**config.mk**
```make
export PLATFORM = sky130hd
export DESIGN_NAME = dac_latch_writer
export DESIGN_NICKNAME = d
export VERILOG_FILES = /design/src/rtl/dac_wr_pkg.sv /design/src/rtl/dac_code_map.sv /design/src/rtl/dac_phase_timer.sv /design/src/rtl/dac_latch_writer.sv
export SDC_FILE = /design/constraint.sdc
export NUM_CORES = 1
export LEC_CHECK = 0
export ABC_CLOCK_PERIOD_IN_PS = 5600
export BUFFER_PORTS_ARGS = -buffer_cell sky130_fd_sc_hd__buf_2
export CORE_ASPECT_RATIO = 0.75
export CORE_MARGIN = 2
export CORE_UTILIZATION = 55
export DETAILED_ROUTE_END_ITERATION = 8
export HOLD_SLACK_MARGIN = 0.12
export PLACE_DENSITY = 0.82
export SYNTH_ARGS = -nofsm -noshare
export SYNTH_HDL_FRONTEND = slang
export SYNTH_HIERARCHICAL = 1
export SYNTH_SLANG_ARGS = --single-unit
export TNS_END_PERCENT = 10
```
**constraint.sdc**
```tcl
create_clock -name clk -period 5.6 [get_ports clk]
set_clock_uncertainty 0.2 [all_clocks]
set_input_delay 0.28 -clock clk [delete_from_list [all_inputs] [get_ports clk]]
set_output_delay 0.28 -clock clk [all_outputs]
set_load 0.02 [all_outputs]
```
**src/rtl/dac_wr_pkg.sv**
```systemverilog
package dac_wr_pkg;

    typedef enum logic [2:0] {
        PH_IDLE   = 3'd0,
        PH_SETUP  = 3'd1,
        PH_STROBE = 3'd2,
        PH_HOLD   = 3'd3,
        PH_SETTLE = 3'd4
    } wr_phase_e;

    function automatic int max_of4(input int a, input int b, input int c, input int d);
        int m;
        m = a;
        if (b > m) m = b;
        if (c > m) m = c;
        if (d > m) m = d;
        return m;
    endfunction

endpackage

```
**src/rtl/dac_code_map.sv**
```systemverilog
module dac_code_map #(
    parameter int W = 8
) (
    input  logic [W-1:0] raw,
    input  logic         twos_comp,
    output logic [W-1:0] code
);
    // Offset binary: flipping the sign bit shifts the range up by half scale.
    assign code = {raw[W-1] ^ twos_comp, raw[W-2:0]};
endmodule

```
**src/rtl/dac_phase_timer.sv**
```systemverilog
module dac_phase_timer #(
    parameter int CW = 8
) (
    input  logic          clk,
    input  logic          rst_n,
    input  logic          load,
    input  logic [CW-1:0] load_val,
    output logic          zero
);
    logic [CW-1:0] cnt_d, cnt_q;

    always_comb begin
        cnt_d = cnt_q;
        if (load)
            cnt_d = load_val;
        else if (cnt_q != '0)
            cnt_d = cnt_q - 1'b1;
    end

    always_ff @(posedge clk or negedge rst_n) begin
        if (!rst_n) cnt_q <= '0;
        else        cnt_q <= cnt_d;
    end

    assign zero = (cnt_q == '0);

    // An expired timer stays expired until the sequencer reloads it.
    assert_timer_parks_R7: assert property (@(posedge clk) disable iff (!rst_n)
        (zero && !load) |=> zero);
endmodule

```
**src/rtl/dac_latch_writer.sv**
```systemverilog
module dac_latch_writer #(
    parameter int DATA_W        = 8,
    parameter int SETUP_CYCLES  = 2,
    parameter int STROBE_CYCLES = 3,
    parameter int HOLD_CYCLES   = 2,
    parameter int SETTLE_CYCLES = 100
) (
    input  logic              clk,
    input  logic              rst_n,
    input  logic              s_valid,
    output logic              s_ready,
    input  logic [DATA_W-1:0] s_data,
    input  logic              signed_mode,
    output logic [DATA_W-1:0] dac_d,
    output logic              ce_n,
    output logic              cs_n
);
    import dac_wr_pkg::*;

    localparam int LONGEST = max_of4(SETUP_CYCLES, STROBE_CYCLES, HOLD_CYCLES, SETTLE_CYCLES);
    localparam int CNT_W   = $clog2(LONGEST) + 1;
    localparam logic [CNT_W-1:0] SETUP_LD  = CNT_W'(SETUP_CYCLES - 1);
    localparam logic [CNT_W-1:0] STROBE_LD = CNT_W'(STROBE_CYCLES - 1);
    localparam logic [CNT_W-1:0] HOLD_LD   = CNT_W'(HOLD_CYCLES - 1);
    localparam logic [CNT_W-1:0] SETTLE_LD = CNT_W'(SETTLE_CYCLES - 1);
    localparam logic [DATA_W-1:0] MID_SCALE = {1'b1, {(DATA_W-1){1'b0}}};

    typedef struct packed {
        wr_phase_e          phase;
        logic [DATA_W-1:0]  dac;
        logic               ce_n;
        logic               cs_n;
    } wr_regs_t;

    localparam wr_regs_t RESET_VAL = '{phase: PH_IDLE, dac: MID_SCALE, ce_n: 1'b1, cs_n: 1'b1};

    wr_regs_t          regs_d, regs_q;
    logic [DATA_W-1:0] enc_code;
    logic              tmr_load;
    logic [CNT_W-1:0]  tmr_val;
    logic              tmr_zero;

    dac_code_map #(.W(DATA_W)) u_code_map (
        .raw       (s_data),
        .twos_comp (signed_mode),
        .code      (enc_code)
    );

    dac_phase_timer #(.CW(CNT_W)) u_timer (
        .clk      (clk),
        .rst_n    (rst_n),
        .load     (tmr_load),
        .load_val (tmr_val),
        .zero     (tmr_zero)
    );

    always_comb begin
        regs_d   = regs_q;
        tmr_load = 1'b0;
        tmr_val  = '0;
        unique case (regs_q.phase)
            PH_IDLE: begin
                if (s_valid) begin
                    regs_d.phase = PH_SETUP;
                    regs_d.dac   = enc_code;
                    tmr_load     = 1'b1;
                    tmr_val      = SETUP_LD;
                end
            end
            PH_SETUP: begin
                if (tmr_zero) begin
                    regs_d.phase = PH_STROBE;
                    regs_d.ce_n  = 1'b0;
                    regs_d.cs_n  = 1'b0;
                    tmr_load     = 1'b1;
                    tmr_val      = STROBE_LD;
                end
            end
            PH_STROBE: begin
                if (tmr_zero) begin
                    regs_d.phase = PH_HOLD;
                    regs_d.ce_n  = 1'b1;
                    regs_d.cs_n  = 1'b1;
                    tmr_load     = 1'b1;
                    tmr_val      = HOLD_LD;
                end
            end
            PH_HOLD: begin
                if (tmr_zero) begin
                    regs_d.phase = PH_SETTLE;
                    tmr_load     = 1'b1;
                    tmr_val      = SETTLE_LD;
                end
            end
            PH_SETTLE: begin
                if (tmr_zero) regs_d.phase = PH_IDLE;
            end
            default: regs_d.phase = PH_IDLE;
        endcase
    end

    always_ff @(posedge clk or negedge rst_n) begin
        if (!rst_n) regs_q <= RESET_VAL;
        else        regs_q <= regs_d;
    end

    assign s_ready = (regs_q.phase == PH_IDLE);
    assign dac_d   = regs_q.dac;
    assign ce_n    = regs_q.ce_n;
    assign cs_n    = regs_q.cs_n;

    assert_enables_paired_R9: assert property (@(posedge clk) disable iff (!rst_n)
        ce_n == cs_n);

    assert_no_ready_in_strobe_R2: assert property (@(posedge clk) disable iff (!rst_n)
        !ce_n |-> !s_ready);

    assert_bus_frozen_R5: assert property (@(posedge clk) disable iff (!rst_n)
        !(s_valid && s_ready) |=> $stable(dac_d));

    assert_bus_settled_before_strobe_R6: assert property (@(posedge clk) disable iff (!rst_n)
        $fell(ce_n) |-> ($stable(dac_d) && !$past(s_ready)));

    assert_lockout_after_strobe_R7: assert property (@(posedge clk) disable iff (!rst_n)
        $rose(ce_n) |-> !s_ready);
endmodule

```
==> flow_results.xml, run 1 <==
<?xml version="1.0" encoding="UTF-8"?>
<metrics>
  <group name="power">
    <metric name="intPower" unit="µW">428</metric>
    <metric name="clock_power_share" unit="%">16.6</metric>
    <metric name="power.density" unit="nW/µm²">541</metric>
    <metric name="switching_power" unit="µW">289</metric>
    <metric name="part_of_the_total_power_dissipated_in_combinational_logic" unit="%">42.4</metric>
    <metric name="power.share.sequential" unit="%">41.1</metric>
    <metric name="max-vdd-ir-drop" unit="µV">460</metric>
    <metric name="power.share.switching" unit="%">40.3</metric>
    <metric name="p_leak" unit="µW">0.000600</metric>
  </group>
  <group name="synth">
    <metric name="yosys-top-cells-area" unit="">sky130_fd_sc_hd__dfrtp_1, sky130_fd_sc_hd__buf_4, sky130_fd_sc_hd__mux2_4</metric>
    <metric name="syn_avg_cell_area" unit="µm²">10.4</metric>
    <metric name="post_synth_edffs" unit="">0</metric>
    <metric name="ys_seq_area_share" unit="%">41.7</metric>
    <metric name="synthesis.area" unit="µm²">1200</metric>
    <metric name="postSynth.asyncResetShare" unit="%">100</metric>
    <metric name="synth_largest_type_area_fraction" unit="%">37.4</metric>
    <metric name="ys_seq_elements" unit="">20</metric>
    <metric name="ys_top_cells_by_count" unit="">sky130_fd_sc_hd__dfrtp_1, sky130_fd_sc_hd__buf_4, sky130_fd_sc_hd__nand2_1, sky130_fd_sc_hd__mux2_4, sky130_fd_sc_hd__nor2_1</metric>
    <metric name="postSynth.topFlopCell" unit="">sky130_fd_sc_hd__dfrtp_1</metric>
    <metric name="post-synth-top-area-cell" unit="">sky130_fd_sc_hd__dfrtp_1</metric>
    <metric name="yosys_warnings" unit="">6</metric>
    <metric name="synth_cell_types" unit="">42</metric>
    <metric name="synth.most_common_cell" unit="">sky130_fd_sc_hd__dfrtp_1</metric>
    <metric name="post_synth_inst_count" unit="">116</metric>
  </group>
  <group name="drt">
    <metric name="routed_wirelength" unit="µm">2480</metric>
    <metric name="dr.pass1.iters" unit="">4</metric>
    <metric name="total_drc_errors_in_the_routed_layout" unit="">0</metric>
    <metric name="routedWlPerCell" unit="µm">15.8</metric>
    <metric name="detailroute.via_count" unit="">941</metric>
    <metric name="detail_route.vias_per_cell" unit="">5.99</metric>
    <metric name="postRouteAntennaNets" unit="">0</metric>
    <metric name="drt_first_iter_violations" unit="">32</metric>
  </group>
  <group name="floorplanning">
    <metric name="fp.coreArea" unit="µm²">2030</metric>
    <metric name="initial_utilization" unit="%">59.3</metric>
    <metric name="floorplan.io_pins" unit="">23</metric>
    <metric name="rows" unit="">14</metric>
    <metric name="die_height" unit="µm">44.5</metric>
    <metric name="floorplan.die.width" unit="µm">58.0</metric>
    <metric name="dieArea" unit="µm²">2590</metric>
  </group>
  <group name="worst_setup_path">
    <metric name="critical_path.endpoint_type" unit="">register</metric>
    <metric name="worst-endpoint-arrival" unit="ns">3.57</metric>
    <metric name="crit_required" unit="ns">5.59</metric>
    <metric name="critical-path-top-cell-by-count" unit="">sky130_fd_sc_hd__inv_1</metric>
    <metric name="critical_path.max_fanout" unit="">13</metric>
    <metric name="buffer_and_inverter_count_on_the_worst_path" unit="">2</metric>
    <metric name="critical_path.reg2reg.startpoint" unit="">u_timer/cnt_q[0]</metric>
    <metric name="setup.worst_path.class" unit="">reg -&gt; reg</metric>
    <metric name="ff2ff_setup_slack" unit="ns">2.02</metric>
    <metric name="cp_slowest_cell" unit="">sky130_fd_sc_hd__a21oi_1</metric>
    <metric name="regToRegEndpoint" unit="">u_timer/cnt_q[6]</metric>
    <metric name="cp_slowest_stage_delay" unit="ns">0.80</metric>
    <metric name="worst_path_top_cell_family_by_delay" unit="">compound AO/OA/AOI/OAI gates</metric>
    <metric name="critical_path_depth" unit="">9</metric>
    <metric name="timing.reg2reg.worst_path_depth" unit="">9</metric>
    <metric name="critical_path.startpoint_type" unit="">register</metric>
    <metric name="worstPathCellList" unit="">inv_1, ha_1, or3b_1, nor2_1, o21ai_0, a21oi_1, inv_1, o311ai_0, nand3_1</metric>
  </group>
  <group name="global_route">
    <metric name="grtUsageTotal" unit="%">21.4</metric>
    <metric name="globalRoute.totalOverflow" unit="">0</metric>
    <metric name="grt_start_max_net_pins" unit="">21</metric>
    <metric name="vias_in_the_first_global_route" unit="">877</metric>
    <metric name="grt_antenna_before_repair" unit="">0</metric>
    <metric name="grt_first_pass_wirelength" unit="µm">4020</metric>
  </group>
  <group name="clock_tree">
    <metric name="cts_buffers" unit="">3</metric>
    <metric name="cts_htree_levels" unit="">1</metric>
    <metric name="tritoncts" unit="">done</metric>
    <metric name="clock-root-buffer" unit="">sky130_fd_sc_hd__clkbuf_4</metric>
    <metric name="clk_pin_slew_worst_paths" unit="ns">0.12</metric>
    <metric name="clk_latency" unit="ns">0.31</metric>
    <metric name="ctsLongestPathBuffers" unit="">2</metric>
    <metric name="cts_resized" unit="">0</metric>
    <metric name="cts.sinks" unit="">20</metric>
  </group>
  <group name="sta">
    <metric name="slew_viol_final" unit="">0</metric>
    <metric name="timing.final.setup_violations" unit="">0</metric>
    <metric name="finalHoldViolations" unit="">0</metric>
    <metric name="slew-limit-headroom" unit="%">36.4</metric>
    <metric name="totalNegativeSetupSlack" unit="ns">0</metric>
    <metric name="fmax" unit="GHz">0.279</metric>
    <metric name="min_period_over_period" unit="%">63.9</metric>
    <metric name="unrepaired_setup_endpoints_after_global_routing" unit="">false</metric>
    <metric name="period_minus_slack" unit="ns">3.58</metric>
    <metric name="worst_pin_slew" unit="ns">0.953</metric>
    <metric name="hold_slack" unit="ns">0.175</metric>
  </group>
  <group name="final_layout">
    <metric name="fraction_of_final_layout_cells_with_drive_strength_greater_than_1" unit="%">30.1</metric>
    <metric name="n_antenna_cell" unit="">0</metric>
    <metric name="stdcell_count" unit="">157</metric>
    <metric name="finalInstanceArea" unit="µm²">1330</metric>
    <metric name="syn2layout_area_growth" unit="%">10.1</metric>
    <metric name="final_core_util" unit="%">65.3</metric>
    <metric name="finalNetCount" unit="">147</metric>
  </group>
  <group name="placed_design">
    <metric name="dp_hpwl" unit="µm">1600</metric>
    <metric name="io_buffers" unit="">22</metric>
    <metric name="placed_cell_area" unit="µm²">1180</metric>
    <metric name="gp_routability_congestion" unit="">1.02</metric>
    <metric name="place_inst" unit="">144</metric>
  </group>
  <group name="min_path">
    <metric name="worst_hold_path.num_cells" unit="">3</metric>
    <metric name="hold_path_class" unit="">in -&gt; reg</metric>
    <metric name="worst_hold_path.endpoint" unit="">dac_d[7]</metric>
    <metric name="timing.hold.worst.start" unit="">s_data[7]</metric>
  </group>
  <group name="status">
    <metric name="outcome" unit="">finished clean</metric>
  </group>
  <group name="job">
    <metric name="maxCapViolCount" unit="">0</metric>
  </group>
</metrics>
## layout make-up
type | count | area [µm²]
sequential | 20 | 503
multi-input combinational | 74 | 526
clock buffer | 3 | 22.5
inverter | 4 | 15.0
clock inverter | 1 | 30.0
tap | 24 | 30.0
timing repair buffer | 31 | 200
fill | 156 | 706
## sequential cells by signal, indices dropped and copies added, names as in the netlist
name	flops
regs_q	3
u_timer/cnt_q	8
ce_n	1
dac_d	8
## per-layer routing
layer | track usage (%) | vias up | part of all wire [%]
li1 | - | 428 | -
met1 | 26.4 | 439 | 43
met2 | 37.3 | 68 | 46
met3 | 6.43 | 6 | 9.3
met4 | 5.12 | 0 | 1.3
met5 | 0 | - | 0
## power by group through the flow
stage               clock [µW]  combinational (µW)  sequential [µW]
floorplan                    0                 287              263
global placement             0                 285              282
detailed placement           0                 292              289
CTS                        120                 299              291
global route               127                 325              303
finish                     119                 304              295
## worst max-delay path by stage
stage,startpoint,to,slack (ns)
6_report,u_timer/cnt_q[0],u_timer/cnt_q[6],2.02
5_1_grt,u_timer/cnt_q[0],u_timer/cnt_q[6],1.86
4_1_cts,u_timer/cnt_q[0],u_timer/cnt_q[5],2.14
3_5_place_dp,u_timer/cnt_q[0],u_timer/cnt_q[5],2.17
3_3_place_gp,u_timer/cnt_q[0],u_timer/cnt_q[6],2.48
2_1_floorplan,u_timer/cnt_q[0],u_timer/cnt_q[4],2.98
## worst reg2reg max path, stage by stage (launching register included)
cell and delay, ns:
sky130_fd_sc_hd__dfrtp_1 0.45, sky130_fd_sc_hd__inv_1 0.11, sky130_fd_sc_hd__ha_1 0.23, sky130_fd_sc_hd__or3b_1 0.47, sky130_fd_sc_hd__nor2_1 0.42, sky130_fd_sc_hd__o21ai_0 0.20, sky130_fd_sc_hd__a21oi_1 0.80, sky130_fd_sc_hd__inv_1 0.27
sky130_fd_sc_hd__o311ai_0 0.19, sky130_fd_sc_hd__nand3_1 0.13
## cells in the final DEF (no fill, tap or decap), types with 2 or more instances in the layout
cell,count
sky130_fd_sc_hd__buf_2,22
sky130_fd_sc_hd__dfrtp_1,18
sky130_fd_sc_hd__nand2_1,9
sky130_fd_sc_hd__dlygate4sd3_1,9
sky130_fd_sc_hd__mux2_4,8
sky130_fd_sc_hd__nor2_1,7
sky130_fd_sc_hd__a21oi_1,5
sky130_fd_sc_hd__inv_1,4
sky130_fd_sc_hd__nor3_1,4
sky130_fd_sc_hd__conb_1,4
sky130_fd_sc_hd__o21ai_0,3
sky130_fd_sc_hd__clkbuf_4,3
sky130_fd_sc_hd__o31ai_1,3
sky130_fd_sc_hd__a31oi_1,2
sky130_fd_sc_hd__xor2_1,2
sky130_fd_sc_hd__dfstp_2,2
sky130_fd_sc_hd__or4_1,2
sky130_fd_sc_hd__nor4_1,2
sky130_fd_sc_hd__nand3_1,2
## cells by family after synthesis
| logic type | after synthesis | synth area share [%] |
|---|---|---|
| muxes | 8 | 9.97 |
| buffers and inverters | 25 | 15.6 |
| other | 1 | 0.311 |
| DFF | 20 | 41.7 |
| xor gates and xnor gates | 3 | 2.18 |
| AOI/OAI and AO/OA | 22 | 12.5 |
| adders and majority gates | 1 | 1.04 |
| and+or+nand+nor | 36 | 16.7 |
## stage by stage
stage	setup slack (ns)	total power, µW
floorplan	2.98	550
global route	1.86	755
detailed placement	2.17	581
finish	2.02	718
CTS	2.14	710
global placement	2.48	567
## repair_timing
action                                 in CTS  in global routing
endpoints found under the hold margin      28                  0
setup buffers                               0                  0
hold buffers                                9                  0
(Power assumes the default switching activity.)
==> run 2: changes to the inputs <==
Settings changed: ABC_AREA from default to 1, ABC_CLOCK_PERIOD_IN_PS 5600 to 2950, CORE_UTILIZATION 55 to 49, PLACE_DENSITY 0.82 to 0.77.
Clock period 5.6 ns to 2.95 ns, I/O delays scaled along.
==> flow_results.xml, run 2 <==
<?xml version="1.0" encoding="UTF-8"?>
<metrics>
  <group name="status">
    <metric name="outcome" unit="">finished clean</metric>
  </group>
  <group name="final_layout">
    <metric name="stdcell_count" unit="">233</metric>
    <metric name="finalInstanceArea" unit="µm²">1560</metric>
    <metric name="layout.cells.most_common" unit="">sky130_fd_sc_hd__nand2_1</metric>
    <metric name="syn2layout_area_growth" unit="%">25.6</metric>
    <metric name="final_core_util" unit="%">66.6</metric>
    <metric name="fraction_of_final_layout_cells_with_drive_strength_greater_than_1" unit="%">21.6</metric>
    <metric name="most-common-layout-cells" unit="">sky130_fd_sc_hd__nand2_1, sky130_fd_sc_hd__dlygate4sd3_1, sky130_fd_sc_hd__nand3_1, sky130_fd_sc_hd__buf_2, sky130_fd_sc_hd__dfrtp_1</metric>
    <metric name="n_fill_cell" unit="">196</metric>
    <metric name="n_antenna_cell" unit="">0</metric>
    <metric name="finalNetCount" unit="">213</metric>
  </group>
  <group name="synth">
    <metric name="synth_largest_type_area_fraction" unit="%">36.2</metric>
    <metric name="post_synth_inst_count" unit="">162</metric>
    <metric name="synthesis.area" unit="µm²">1240</metric>
    <metric name="yosys_warnings" unit="">6</metric>
    <metric name="post_synth_edffs" unit="">0</metric>
    <metric name="ys_seq_area_share" unit="%">40.4</metric>
    <metric name="syn_avg_cell_area" unit="µm²">7.68</metric>
    <metric name="post-synth-top-area-cell" unit="">sky130_fd_sc_hd__dfrtp_1</metric>
    <metric name="ys_seq_elements" unit="">20</metric>
    <metric name="yosys-top-cells-area" unit="">sky130_fd_sc_hd__dfrtp_1, sky130_fd_sc_hd__nand2_1, sky130_fd_sc_hd__buf_4</metric>
    <metric name="synth_cell_types" unit="">25</metric>
    <metric name="ys_top_cells_by_count" unit="">sky130_fd_sc_hd__nand2_1, sky130_fd_sc_hd__nand3_1, sky130_fd_sc_hd__dfrtp_1, sky130_fd_sc_hd__buf_4, sky130_fd_sc_hd__inv_1</metric>
    <metric name="synth.most_common_cell" unit="">sky130_fd_sc_hd__nand2_1</metric>
    <metric name="postSynth.asyncResetShare" unit="%">100</metric>
    <metric name="postSynth.topFlopCell" unit="">sky130_fd_sc_hd__dfrtp_1</metric>
  </group>
  <group name="drt">
    <metric name="routedWlPerCell" unit="µm">12.1</metric>
    <metric name="total_drc_errors_in_the_routed_layout" unit="">0</metric>
    <metric name="detail_route.vias_per_cell" unit="">4.79</metric>
    <metric name="drt_first_iter_violations" unit="">47</metric>
    <metric name="routed_wirelength" unit="µm">2820</metric>
    <metric name="postRouteAntennaNets" unit="">0</metric>
    <metric name="detailroute.via_count" unit="">1117</metric>
    <metric name="dr.pass1.iters" unit="">4</metric>
  </group>
  <group name="clock_tree">
    <metric name="tritoncts" unit="">done</metric>
    <metric name="cts.sinks" unit="">20</metric>
    <metric name="cts_buffers" unit="">3</metric>
    <metric name="clk_pin_slew_worst_paths" unit="ns">0.12</metric>
    <metric name="clk_latency" unit="ns">0.31</metric>
    <metric name="cts_htree_levels" unit="">1</metric>
    <metric name="ctsLongestPathBuffers" unit="">2</metric>
    <metric name="clock-root-buffer" unit="">sky130_fd_sc_hd__clkbuf_4</metric>
  </group>
  <group name="power">
    <metric name="power.density" unit="nW/µm²">890</metric>
    <metric name="p_leak" unit="µW">0.000837</metric>
    <metric name="max-vdd-ir-drop" unit="µV">463</metric>
  </group>
  <group name="worst_setup_path">
    <metric name="worst-endpoint-arrival" unit="ns">2.50</metric>
    <metric name="critical_path.max_fanout" unit="">10</metric>
    <metric name="critical_path.startpoint_type" unit="">register</metric>
    <metric name="setup.worst_path.class" unit="">reg -&gt; reg</metric>
    <metric name="crit_required" unit="ns">3.00</metric>
    <metric name="critical_path.endpoint_type" unit="">register</metric>
  </group>
  <group name="sta">
    <metric name="totalNegativeSetupSlack" unit="ns">0</metric>
    <metric name="period_minus_slack" unit="ns">2.45</metric>
    <metric name="setup_slack" unit="ns">0.498</metric>
    <metric name="unrepaired_setup_endpoints_after_global_routing" unit="">false</metric>
    <metric name="min_period_over_period" unit="%">83.1</metric>
    <metric name="slew_viol_final" unit="">0</metric>
    <metric name="fmax" unit="GHz">0.408</metric>
    <metric name="timing.final.setup_violations" unit="">0</metric>
    <metric name="finalHoldViolations" unit="">0</metric>
  </group>
  <group name="global_route">
    <metric name="globalRoute.totalOverflow" unit="">0</metric>
    <metric name="grt_first_pass_wirelength" unit="µm">4640</metric>
    <metric name="vias_in_the_first_global_route" unit="">1033</metric>
    <metric name="grt_start_max_net_pins" unit="">13</metric>
    <metric name="grt_antenna_before_repair" unit="">0</metric>
    <metric name="grtUsageTotal" unit="%">21.5</metric>
  </group>
  <group name="placed_design">
    <metric name="gp_routability_congestion" unit="">0.853</metric>
    <metric name="place_inst" unit="">203</metric>
    <metric name="io_buffers" unit="">22</metric>
    <metric name="post-place-ws" unit="ns">0.754</metric>
    <metric name="placed_cell_area" unit="µm²">1260</metric>
    <metric name="dp_hpwl" unit="µm">1710</metric>
  </group>
  <group name="floorplanning">
    <metric name="floorplan.die.width" unit="µm">62.2</metric>
    <metric name="die_height" unit="µm">47.6</metric>
    <metric name="rows" unit="">15</metric>
    <metric name="dieArea" unit="µm²">2960</metric>
    <metric name="floorplan.io_pins" unit="">23</metric>
    <metric name="initial_utilization" unit="%">53.0</metric>
    <metric name="fp.coreArea" unit="µm²">2350</metric>
  </group>
  <group name="job">
    <metric name="maxCapViolCount" unit="">0</metric>
  </group>
  <group name="min_path">
    <metric name="hold_path_class" unit="">reg -&gt; reg</metric>
  </group>
</metrics>
run 2: cell count changes after synthesis, moves of 3 or more:
cell                      delta
sky130_fd_sc_hd__a21oi_1     -5
sky130_fd_sc_hd__inv_1       +9
sky130_fd_sc_hd__mux2_4      -8
sky130_fd_sc_hd__nand2_1    +45
sky130_fd_sc_hd__nand2_4     +3
sky130_fd_sc_hd__nand3_1    +20
sky130_fd_sc_hd__nor2_1      +3
sky130_fd_sc_hd__nor2_2      +3
sky130_fd_sc_hd__nor3_1      -4
sky130_fd_sc_hd__o21ai_2     +3
sky130_fd_sc_hd__o31ai_1     -3
run 2: logic make-up after synthesis:
| family | Yosys count | share of synthesized area, % |
|---|---|---|
| other | 1 | 0.302 |
| AO/OA/AOI/OAI | 8 | 4.33 |
| adder cells (fa/ha/maj) | 1 | 1.01 |
| buffers and inverters | 34 | 16.6 |
| XOR/XNOR | 2 | 1.41 |
| flip-flops | 20 | 40.4 |
| AND/OR/NAND/NOR | 96 | 35.9 |
run 2: layout make-up:
type	instances	area, µm²	share of cell area [%]
Clock buffer	4	36.3	2.32
Inverter	15	56.3	3.61
Multi-Input combinational cell	111	546	34.9
Sequential cell	20	503	32.2
Tap cell	34	42.5	2.72
Timing Repair Buffer	49	378	24.2
run 2: routing by layer:
metal / part of all wire (%) / GRT usage [%] / vias to the layer above
li1: - / - / 557
met1: 40 / 22.0 / 515
met2: 53 / 44.8 / 33
met3: 4.0 / 4.94 / 12
met4: 2.9 / 9.78 / 0
met5: 0 / 0 / -
run 2: final timing paths:
kind                       depth (start not counted)        from               end  slack [ns]
setup / recovery                                   7  regs_q[10]          dac_d[4]        0.50
hold / removal                                     2    dac_d[7]          dac_d[7]        0.28
setup reg to reg                                   7  regs_q[10]          dac_d[4]        0.50
hold reg to reg                                    2    dac_d[7]          dac_d[7]        0.28
max in group asynchronous                          4       rst_n  u_timer/cnt_q[2]        0.83
min in group asynchronous                          3       rst_n        regs_q[10]        0.60
run 2: per-stage QoR:
stage | total power, µW | hold slack (ns)
6_report | 1390 | 0.277
5_1_grt | 1500 | 0.294
4_1_cts | 1370 | 0.273
3_5_place_dp | 1120 | -0.0789
3_3_place_gp | 1090 | -0.0803
2_1_floorplan | 1040 | -0.348
run 2: where the power goes:
part / switching (µW) / leakage (µW) / internal [µW] / total, µW
combinational: 424 / 0.000577 / 293 / 717
sequential: 100 / 0.000239 / 408 / 508
clock: 89.0 / 0.0000210 / 75.4 / 164
run 2: timing repair:
action	in CTS	in global routing
endpoints found under the hold margin	29	0
resized for setup	0	0
setup buffers	0	0
hold buffers	26	0
run 2: worst max-delay path: stages (launching register included):
cell                            delay [ns]
sky130_fd_sc_hd__dfrtp_1              0.43
sky130_fd_sc_hd__inv_2                0.13
sky130_fd_sc_hd__nand2_4              0.09
sky130_fd_sc_hd__nor2_8               0.16
sky130_fd_sc_hd__nand3_1              0.14
sky130_fd_sc_hd__dlygate4sd3_1        0.61
sky130_fd_sc_hd__nand2_1              0.08
sky130_fd_sc_hd__dlygate4sd3_1        0.56
